[src/rtl/utlb_pkg.sv]
package utlb_pkg;

    parameter int VPN_W  = 20;
    parameter int PFN_W  = 20;
    parameter int ASID_W = 8;

    typedef enum logic [1:0] {
        ACC_LOAD  = 2'd0,
        ACC_STORE = 2'd1,
        ACC_FETCH = 2'd2,
        ACC_RSVD  = 2'd3
    } acc_e;

    typedef struct packed {
        logic              vld;
        logic              glob;
        logic [ASID_W-1:0] asid;
        logic [VPN_W-1:0]  vpn;
        logic [PFN_W-1:0]  pfn;
        logic [5:0]        perm;   // [5:3] user rwx, [2:0] kernel rwx
    } ent_t;

    // Global pages are kernel only; private pages mirror kernel into user.
    function automatic logic [5:0] expand_perm(logic glob, logic [2:0] rwx);
        return glob ? {3'b000, rwx} : {rwx, rwx};
    endfunction

    function automatic logic perm_ok(logic [5:0] perm, logic user, acc_e acc);
        logic [2:0] sel;
        sel = user ? perm[5:3] : perm[2:0];
        case (acc)
            ACC_LOAD:  return sel[2];
            ACC_STORE: return sel[1];
            ACC_FETCH: return sel[0];
            default:   return 1'b0;
        endcase
    endfunction

    function automatic logic tag_hit(ent_t e, logic [VPN_W-1:0] vpn,
                                     logic [ASID_W-1:0] asid);
        return e.vld && (e.vpn == vpn) && (e.glob || (e.asid == asid));
    endfunction

endpackage

[src/rtl/utlb_match.sv]
module utlb_match
    import utlb_pkg::*;
#(
    parameter int WAYS = 8
) (
    input  ent_t [WAYS-1:0]   ents,
    input  logic [VPN_W-1:0]  vpn,
    input  logic [ASID_W-1:0] asid,
    output logic [WAYS-1:0]   hit_vec,
    output logic [PFN_W-1:0]  pfn,
    output logic [5:0]        perm
);

    for (genvar w = 0; w < WAYS; w++) begin : g_cmp
        assign hit_vec[w] = tag_hit(ents[w], vpn, asid);
    end

    // OR-mux: at most one way matches, so OR-ing the selected fields is exact.
    always_comb begin
        pfn  = '0;
        perm = '0;
        for (int w = 0; w < WAYS; w++) begin
            if (hit_vec[w]) begin
                pfn  = pfn | ents[w].pfn;
                perm = perm | ents[w].perm;
            end
        end
    end

endmodule

[src/rtl/utlb_victim.sv]
module utlb_victim #(
    parameter  int WAYS  = 8,
    localparam int IDX_W = $clog2(WAYS)
) (
    input  logic [WAYS-1:0]  vld_vec,
    input  logic [WAYS-1:0]  dup_vec,
    input  logic [IDX_W-1:0] rr,
    output logic [IDX_W-1:0] slot,
    output logic             adv
);

    // Priority: rewrite matching way, else lowest empty way, else round-robin.
    always_comb begin
        logic found;
        found = 1'b0;
        slot  = rr;
        adv   = 1'b1;
        for (int w = 0; w < WAYS; w++) begin
            if (!found && dup_vec[w]) begin
                found = 1'b1;
                slot  = IDX_W'(w);
                adv   = 1'b0;
            end
        end
        for (int w = 0; w < WAYS; w++) begin
            if (!found && !vld_vec[w]) begin
                found = 1'b1;
                slot  = IDX_W'(w);
                adv   = 1'b0;
            end
        end
    end

endmodule

[src/rtl/utlb_cache.sv]
module utlb_cache
    import utlb_pkg::*;
#(
    parameter int WAYS = 8
) (
    input  logic              clk,
    input  logic              rst,
    input  logic              lu_valid,
    input  logic [VPN_W-1:0]  lu_vpn,
    input  logic [ASID_W-1:0] lu_asid,
    input  logic              lu_user,
    input  logic [1:0]        lu_acc,
    output logic              lu_hit,
    output logic [PFN_W-1:0]  lu_pfn,
    output logic              lu_fault,
    output logic              refill_req,
    input  logic              fill_valid,
    input  logic [VPN_W-1:0]  fill_vpn,
    input  logic [ASID_W-1:0] fill_asid,
    input  logic [PFN_W-1:0]  fill_pfn,
    input  logic              fill_glob,
    input  logic [2:0]        fill_rwx,
    input  logic              mtlb_wr,
    input  logic              mtlb_wr_keep,
    input  logic              flush_cmd
);

    localparam int IDX_W = $clog2(WAYS);

    ent_t [WAYS-1:0]  ents;
    logic [IDX_W-1:0] rr_q;
    logic [IDX_W-1:0] slot;
    logic             adv;
    logic [WAYS-1:0]  vld_vec;
    logic [WAYS-1:0]  dup_vec;
    logic [WAYS-1:0]  hit_vec;
    logic [PFN_W-1:0] m_pfn;
    logic [5:0]       m_perm;
    logic             clr;
    logic             any_hit;
    ent_t             new_ent;

    assign clr = flush_cmd | (mtlb_wr & ~mtlb_wr_keep);

    for (genvar w = 0; w < WAYS; w++) begin : g_way
        assign vld_vec[w] = ents[w].vld;
        assign dup_vec[w] = tag_hit(ents[w], fill_vpn, fill_asid);
    end

    utlb_match #(.WAYS(WAYS)) u_match (
        .ents    (ents),
        .vpn     (lu_vpn),
        .asid    (lu_asid),
        .hit_vec (hit_vec),
        .pfn     (m_pfn),
        .perm    (m_perm)
    );

    utlb_victim #(.WAYS(WAYS)) u_victim (
        .vld_vec (vld_vec),
        .dup_vec (dup_vec),
        .rr      (rr_q),
        .slot    (slot),
        .adv     (adv)
    );

    always_comb begin
        new_ent      = '0;
        new_ent.vld  = 1'b1;
        new_ent.glob = fill_glob;
        new_ent.asid = fill_asid;
        new_ent.vpn  = fill_vpn;
        new_ent.pfn  = fill_pfn;
        new_ent.perm = expand_perm(fill_glob, fill_rwx);
    end

    always_ff @(posedge clk) begin
        if (rst) begin
            ents <= '0;
            rr_q <= '0;
        end else if (clr) begin
            for (int w = 0; w < WAYS; w++) ents[w].vld <= 1'b0;
            rr_q <= '0;
        end else if (fill_valid) begin
            ents[slot] <= new_ent;
            if (adv) rr_q <= (rr_q == IDX_W'(WAYS - 1)) ? '0 : rr_q + IDX_W'(1);
        end
    end

    assign any_hit    = |hit_vec;
    assign lu_hit     = lu_valid & any_hit;
    assign refill_req = lu_valid & ~any_hit;
    assign lu_pfn     = m_pfn;
    assign lu_fault   = lu_hit & ~perm_ok(m_perm, lu_user, acc_e'(lu_acc));

    // a tag never matches more than one way
    assert_single_hit_R1: assert property (@(posedge clk) disable iff (rst)
        lu_valid |-> $onehot0(hit_vec));

    // an unblocked fill leaves at least one valid way
    assert_fill_lands_R3: assert property (@(posedge clk) disable iff (rst)
        (fill_valid && !clr) |=> (vld_vec != '0));

    // any clear empties the array, fill or not
    assert_clear_all_R6: assert property (@(posedge clk) disable iff (rst)
        clr |=> (vld_vec == '0));

    // a keep-write alone leaves occupancy untouched
    assert_keep_write_R7: assert property (@(posedge clk) disable iff (rst)
        (mtlb_wr && mtlb_wr_keep && !flush_cmd && !fill_valid) |=> $stable(vld_vec));

    // pointer only moves when the array was already full
    assert_rr_hold_R8: assert property (@(posedge clk) disable iff (rst)
        (fill_valid && !clr && !(&vld_vec)) |=> $stable(rr_q));

endmodule

[config.mk]
export PLATFORM = sky130hd
export DESIGN_NAME = utlb_cache
export DESIGN_NICKNAME = d
export VERILOG_FILES = /design/src/rtl/utlb_pkg.sv /design/src/rtl/utlb_match.sv /design/src/rtl/utlb_victim.sv /design/src/rtl/utlb_cache.sv
export SDC_FILE = /design/constraint.sdc
export NUM_CORES = 1
export LEC_CHECK = 0
export ABC_AREA = 1
export BUFFER_PORTS_ARGS = -buffer_cell sky130_fd_sc_hd__buf_2
export CORE_MARGIN = 10
export CORE_UTILIZATION = 60
export DETAILED_ROUTE_END_ITERATION = 16
export GPL_ROUTABILITY_DRIVEN = 1
export PLACE_DENSITY = 0.78
export SLEW_MARGIN = 20
export SYNTH_ARGS = -nofsm -noshare
export SYNTH_HDL_FRONTEND = slang
export SYNTH_SLANG_ARGS = --single-unit
[constraint.sdc]
create_clock -name clk -period 3.5 [get_ports clk]
set_input_delay 0.35 -clock clk [delete_from_list [all_inputs] [get_ports clk]]
set_output_delay 0.35 -clock clk [all_outputs]
set_load 0.1 [all_outputs]
==> summary.txt, run 1 <==
Outcome
  • Run status: finished with violations
  • Failing checks: negative setup slack

Timing
  • Setup TNS: -87.9 ps
  • Period utilisation layout: 101%
  • Worst setup margin: -30.0 ps
  • Minimum clock period: 3530 ps
  • Worst-margin pin slew: 646 ps
  • RSZ-0062 raised after global routing: yes
  • Max Transition Viols Final: 0
  • Final count of hold timing violations: 0
  • Setup Skew: 30.6 ps
  • Relative slew slack: 56.8%
  • Setup Viol. Count Final: 5
  • Hold Slack: 46.0 ps
  • FMAX: 0.283 GHz

Setup path
  • Data arrival time of the worst path: 3180 ps
  • CP max FO: 8
  • CP cell instances: inv_1 > o22ai_1 > nor2_1 > nand2_2 > nor4_4 > nand2_1 > nor4_2 > buf_4 > nand2_8 > clkinv_8 > clkbuf_16 > a22o_1 > or4_4 > buf_12
  • Critical Path Max Stage Delay: 560 ps
  • CP Capture Type: output port
  • Worst Path Class, Setup: reg2out
  • Worst endpoint required time: 3150 ps
  • CP max-delay cell: or4_4
  • CP startpoint kind: flip-flop

Logic synthesis
  • Number of synthesized flops with an enable pin: 0
  • Synth top cells by count: nand2_1, nor2_1, dfxtp_1, inv_1, nand4_1
  • Synth Flop Type: dfxtp_1
  • Cell taking the most area after synthesis: dfxtp_1
  • Cell area after synthesis: 26400 um^2
  • Top post-synthesis cells by area: dfxtp_1, nand2_1, nor2_1
  • Mapped Nets: 4538
  • Asr flop ratio synth: 0%
  • Top-count cell post-synth: nand2_1
  • Warnings from Yosys: 0
  • Post-synth top area share: 34.2%
  • Sequential area share after synthesis: 34.2%
  • Yosys reg bits: 451
  • Gate Count Post-Synth: 4446
  • Cell variety after synth: 44
  • Mapped Avg Cell Area: 5.94 um^2

Finish
  • Register area: 9100 um^2
  • Diodes inserted: 0
  • Filler cells: 3684
  • Layout cells sized above 1: 13.9%
  • Area of the multi-input gates: 14900 um^2
  • Fin area: 31700 um^2
  • Nets: 4708
  • Area Growth Syn to Fin: 20.2%

Clocking
  • CTS tree: yes
  • Clk_lat worst skew: 620 ps
  • Reg clk slew, reported paths: 60 ps
  • CTS buffer count: 49
  • Hold_buf cts: 0
  • CTS root buf: clkbuf_16
  • Htree depth: 2
  • CTS Sinks: 451
  • Bufs on Longest Clock Path: 3

Global route
  • Grt ovf: 0
  • First-pass GRT wire length: 153000 um
  • Vias in the first global route: 26.8k
  • Largest net degree at the start of global routing: 102
  • Tot GR Track Use: 36.3%
  • Initial antenna violation count: 0

Floorplan
  • Die Span Y: 230 um
  • IO Count: 113
  • Rows: 76
  • Initial Util: 61.0%
  • Die W: 230 um
  • Core box area: 43300 um^2
  • Die area: 52800 um^2

Placed design
  • Place WS: -35.6 ps
  • Area post-placement: 29300 um^2
  • I/O Buffers: 112
  • Global placement routability congestion: 1.09
  • HPWL after DPL: 70200 um

Hold path
  • Hold Crit Class: in2reg

Job
  • Max_cap viols: 0

Route
  • DRC: 0
  • Detail Route Antenna Nets: 0
  • DR WL/cell: 19.2 um
  • Initial DRC Count: 3829
  • First drt pass iteration count: 7
  • Vias: 29.6k
  • Post-Route WL: 100000 um
  • Vias per inst: 5.65

Power
  • Leakage: 15.5 nW
  • VDD IR-drop max: 0.409 mV
  • PwrDens: 375 nW/um^2
-- flip-flops by register name, indices dropped and copies added, names as in the netlist --
signal / flops
rr_q: 3
ents: 448
-- cell families (layout without fill, tap and decap cells) --
| kind of cell | Yosys count | in the layout | synth area share, % |
|---|---|---|---|
| simple gates | 2876 | 2876 | 44.2 |
| buf+inv | 731 | 939 | 11.3 |
| flops | 451 | 451 | 34.2 |
| compound gates | 268 | 268 | 6.34 |
| xor+xnor | 118 | 118 | 3.92 |
| fa+ha+maj | 2 | 2 | 0.0948 |
-- critical path: cells and delay by family, from the launching register on --
kind,cells,cell delay [ps]
buffers and inverters,5,690
AND/OR/NAND/NOR,7,1110
AO/OA/AOI/OAI,2,380
flip-flops,1,370
-- final timing paths --
kind	start	to	slack (ps)	cells past startpoint
setup / recovery	ents[317]	lu_pfn[9]	-30	14
hold / removal	fill_pfn[10]	ents[184]	50	3
setup reg to reg	ents[310]	ents[172]	200	24
hold reg to reg	ents[280]	ents[280]	470	2
-- layout make-up --
type / instances / area share [%]
clock buffers: 74 / 4.76
repair buffers: 375 / 11.0
clock inverters: 15 / 0.461
multi-input cells: 3264 / 47.0
flip-flops and latches: 451 / 28.7
inverters: 475 / 5.77
well taps: 585 / 2.31
-- routing by layer --
metal	global-route usage, %	up-vias	wire [um]
met5	0	-	0
met4	20.0	0	6220
met3	6.56	380	10900
met2	56.0	1657	44000
met1	47.3	13400	39300
li1	-	14100	-
-- repair_timing --
action                                  4_1_cts  5_1_grt
endpoints found under the setup margin       23      438
setup buffers                                 2       13
pin swaps                                     3       43
gates resized for setup                      39      152
gates cloned                                  0        3
-- per-stage QoR --
stage / instances / total power, mW / util [%]
final: 5239 / 11.9 / 73.3
after global routing: 5239 / 12.2 / 73.3
after CTS: 5225 / 11.8 / 72.0
after detailed placement: 5134 / 6.60 / 67.7
after global placement: 5134 / 6.60 / 67.7
after floorplan: 4446 / 6.07 / -
-- cells in the final DEF, fill, tap and decap left out, types with 66 or more instances in the layout --
cell type and count:
buf_12 66, buf_2 89, buf_4 210, dfxtp_1 415, inv_1 432, nand2_1 1437
nand3_1 72, nand4_1 220, nor2_1 1052, o22ai_1 93, xnor2_1 90
-- report_power, final --
group          internal (mW)  switching [mW]  total (mW)
clock                   3.06            2.28        5.34
sequential              5.18          0.0366        5.22
combinational          0.420           0.926        1.35
total                   8.66            3.24        11.9
Note: power is estimated with default switching activity, not from simulation.
==> inputs of run 2 (changes only) <==
ABC_AREA = default   (was 1)
CORE_ASPECT_RATIO = 1.75   (was default)
CTS_BUF_LIST = sky130_fd_sc_hd__clkbuf_8 sky130_fd_sc_hd__clkbuf_16   (was default)
==> run 2 against run 1 <==
Count of clock-buffer cells in the layout shrank 21. Die area fell by 6.2%. Sequential cell count unchanged. Combinational power shrank 6%. Largest power group is now sequential cells. The run still ends with negative setup slack left. Global-route usage down 1.6 points.
==> summary.txt, run 2 <==
Clocking
  • CTS buffer count: 43 (-12%)
  • Reg clk slew, reported paths: 60 ps (about the same)
  • Clk_lat worst skew: 570 ps (-50 ps)
  • Hold_buf cts: 0 (unchanged)
  • Bufs on Longest Clock Path: 3 (unchanged)
  • CTS root buf: clkbuf_16
  • CTS Sinks: 451 (unchanged)
  • CTS tree: yes
  • Htree depth: 2 (unchanged)

Finish
  • Most flops, register: ents
  • Layout cells sized above 1: 23.7% (+9.8 points)
  • Fin area: 31000 um^2 (-2.4%)
  • Area Growth Syn to Fin: 26.7%
  • Most frequent cells in the layout: dfxtp_1, nand2b_1, xor2_1, mux2i_1, buf_4
  • Largest regs: ents x448, rr_q x3
  • Commonest non-fill, non-tap cell in the layout: dfxtp_1
  • Max reg flops: 448 (unchanged)
  • Nets: 2968 (-37%)
  • Diodes inserted: 0 (unchanged)
  • Filler cells: 2754 (-25%)
  • Non-Filler Instances: 3455 (-34%)

Hold path
  • Hold path endpoint: ents[67]
  • Hold Crit Class: in2reg
  • Hold path cells: 3 (unchanged)
  • Hold path startpoint: fill_pfn[5]

Timing
  • RSZ-0062 raised after global routing: yes
  • Setup Viol. Count Final: 13 (+8)
  • Relative slew slack: 55.7% (-1.0 points)
  • Worst-margin pin slew: 664 ps (+18.1 ps)
  • Minimum clock period: 3760 ps (+232 ps)
  • Setup TNS: -668 ps (-580 ps)
  • Setup Skew: 14.8 ps (-15.8 ps)
  • Worst setup margin: -262 ps (-232 ps)
  • FMAX: 0.266 GHz (-6.2%)
  • Final count of hold timing violations: 0 (unchanged)
  • Period utilisation layout: 107% (+6.6 points)
  • Max Transition Viols Final: 0 (unchanged)

Route
  • DR WL/cell: 27.1 um (+41%)
  • Vias: 21.6k (-27%)
  • DRC: 0 (unchanged)
  • First drt pass iteration count: 5 (-2)
  • Vias per inst: 6.25 (+11%)
  • Detail Route Antenna Nets: 0 (unchanged)
  • Post-Route WL: 93500 um (-6.9%)
  • Initial DRC Count: 1688 (-56%)

Placed design
  • Area post-placement: 28200 um^2 (-3.9%)
  • I/O Buffers: 112 (unchanged)
  • Dpl cells: 3352 (-35%)
  • HPWL after DPL: 64600 um (-8.0%)
  • Global placement routability congestion: 1.02 (-7.1%)

Setup path
  • R2R depth: 15 (-38%)
  • Launch point of the worst reg-to-reg path: ents[437]
  • R2R Setup Slk: 20 ps (-180 ps)
  • Worst Path Class, Setup: reg2out
  • Worst endpoint required time: 3150 ps (about the same)
  • Data arrival time of the worst path: 3410 ps (+230 ps)
  • CP startpoint kind: flip-flop
  • CP max FO: 5 (-3)
  • RR Endpoint: ents[313]
  • CP Capture Type: output port

Job
  • Max_cap viols: 0 (unchanged)

Logic synthesis
  • Sequential area share after synthesis: 36.9% (+2.7 points)
  • Number of synthesized flops with an enable pin: 0 (unchanged)
  • Asr flop ratio synth: 0% (unchanged)
  • Cell variety after synth: 61 (+39%)
  • Top post-synthesis cells by area: dfxtp_1, mux2i_1, xor2_1
  • Post-synth top area share: 36.9% (+2.7 points)
  • Top-count cell post-synth: dfxtp_1
  • Cell taking the most area after synthesis: dfxtp_1
  • Cell area after synthesis: 24400 um^2 (-7.4%)
  • Mapped Nets: 2659 (-41%)
  • Synth top cells by count: dfxtp_1, xor2_1, nand2b_1, mux2i_1, clkbuf_1
  • Mapped Avg Cell Area: 9.52 um^2 (+60%)
  • Synth Flop Type: dfxtp_1
  • Yosys reg bits: 451 (unchanged)
  • Warnings from Yosys: 0 (unchanged)
  • Gate Count Post-Synth: 2567 (-42%)

Power
  • VDD IR-drop max: 0.430 mV (+5.0%)
  • PwrDens: 360 nW/um^2 (-3.9%)
  • Leakage: 13.9 nW (-10%)

Outcome
  • Run status: finished with violations
  • Failing checks: negative setup slack

Global route
  • Grt ovf: 0 (unchanged)
  • Vias in the first global route: 22.5k (-16%)
  • Initial antenna violation count: 0 (unchanged)
  • First-pass GRT wire length: 133000 um (-13%)
  • Tot GR Track Use: 34.6% (-1.6 points)
  • Largest net degree at the start of global routing: 104 (+2.0%)

Floorplan
  • Rows: 97 (+28%)
  • Initial Util: 60.8% (-0.17 points)
  • Die area: 49500 um^2 (-6.2%)
  • Die W: 173 um (-25%)
  • IO Count: 113 (unchanged)
  • Core box area: 40200 um^2 (-7.2%)
  • Die Span Y: 287 um (+25%)
run 2: changes by cell type after synthesis, moves of 103 or more:
cell,change
o22ai_1,-103
nand4_1,-187
inv_1,-439
nand2b_1,+391
nor2_1,-992
mux2i_1,+388
xor2_1,+369
nand2_1,-1418
run 2: per-stage QoR:
step / hold slack (ps) / power, mW / utilization (%) / setup WS, ps
after global placement: 456 / 6.47 / 70.1 / -460
after detailed placement: 460 / 6.48 / 70.1 / -533
after global routing: 75.9 / 11.4 / 77.1 / -326
final: 56.9 / 11.2 / 77.1 / -262
after floorplan: 442 / 5.93 / - / 60.1
after CTS: 44.9 / 11.1 / 74.7 / -112
run 2: critical path, stage by stage (launching register included):
cell and delay (ps):
dfxtp_1 360, xor2_1 200, nor4_1 400, nand4_1 130, buf_4 190, nor3_2 180
buf_4 200, buf_6 140, a222oi_1 90, and3_1 200, a31oi_1 190, a21boi_0 150
o21a_2 240, buf_12 160
run 2: timing repair:
item                                    CTS  global route
resized for setup                        80           111
cloned                                    1            11
buffers inserted                          7             7
endpoints found under the setup margin  457           457
pin swaps                                25            39
run 2: final cells by class:
class                           count  area, um^2  share of cell area (%)
Clock inverter                     27         173                   0.558
Clock buffer                       53        1220                    3.96
Tap cell                          544         681                    2.20
Sequential cell                   451        9060                    29.3
Timing Repair Buffer              458        4380                    14.1
Multi-Input combinational cell   1916       15400                    49.8
Inverter                            6        22.5                  0.0727
run 2: routing by layer:
layer / wire length (um) / part of all wire, % / GRT usage (%)
met5: 0 / 0 / 0
met4: 8780 / 9.4 / 27.3
met3: 5780 / 6.2 / 4.47
met2: 46600 / 50 / 62.0
met1: 32400 / 35 / 36.1
run 2: kinds of logic (layout without fill, tap and decap cells):
logic type,after synthesis,after routing,share of synthesized area (%)
buf+inv,200,544,4.12
compound gates,259,259,7.14
simple gates,819,819,19.8
mux,388,388,15.9
fa+ha+maj,2,2,0.102
xor+xnor,448,448,16.1
flops,451,451,36.9
run 2: power by group:
group | internal (mW) | switching, mW
clock network | 2.57 | 2.13
registers | 5.16 | 0.0343
logic | 0.506 | 0.761
total | 8.24 | 2.92
run 2: how the worst max path moves through the flow:
stage	cells after the start	slack (ps)	to	from
3_3_place_gp	14	-460	ents[365]	fill_vpn[4]
2_1_floorplan	9	60	lu_fault	lu_vpn[16]
4_1_cts	13	-110	lu_fault	ents[422]
6_report	13	-260	lu_fault	ents[255]
5_1_grt	13	-330	lu_fault	ents[255]
3_5_place_dp	15	-530	ents[229]	fill_vpn[1]
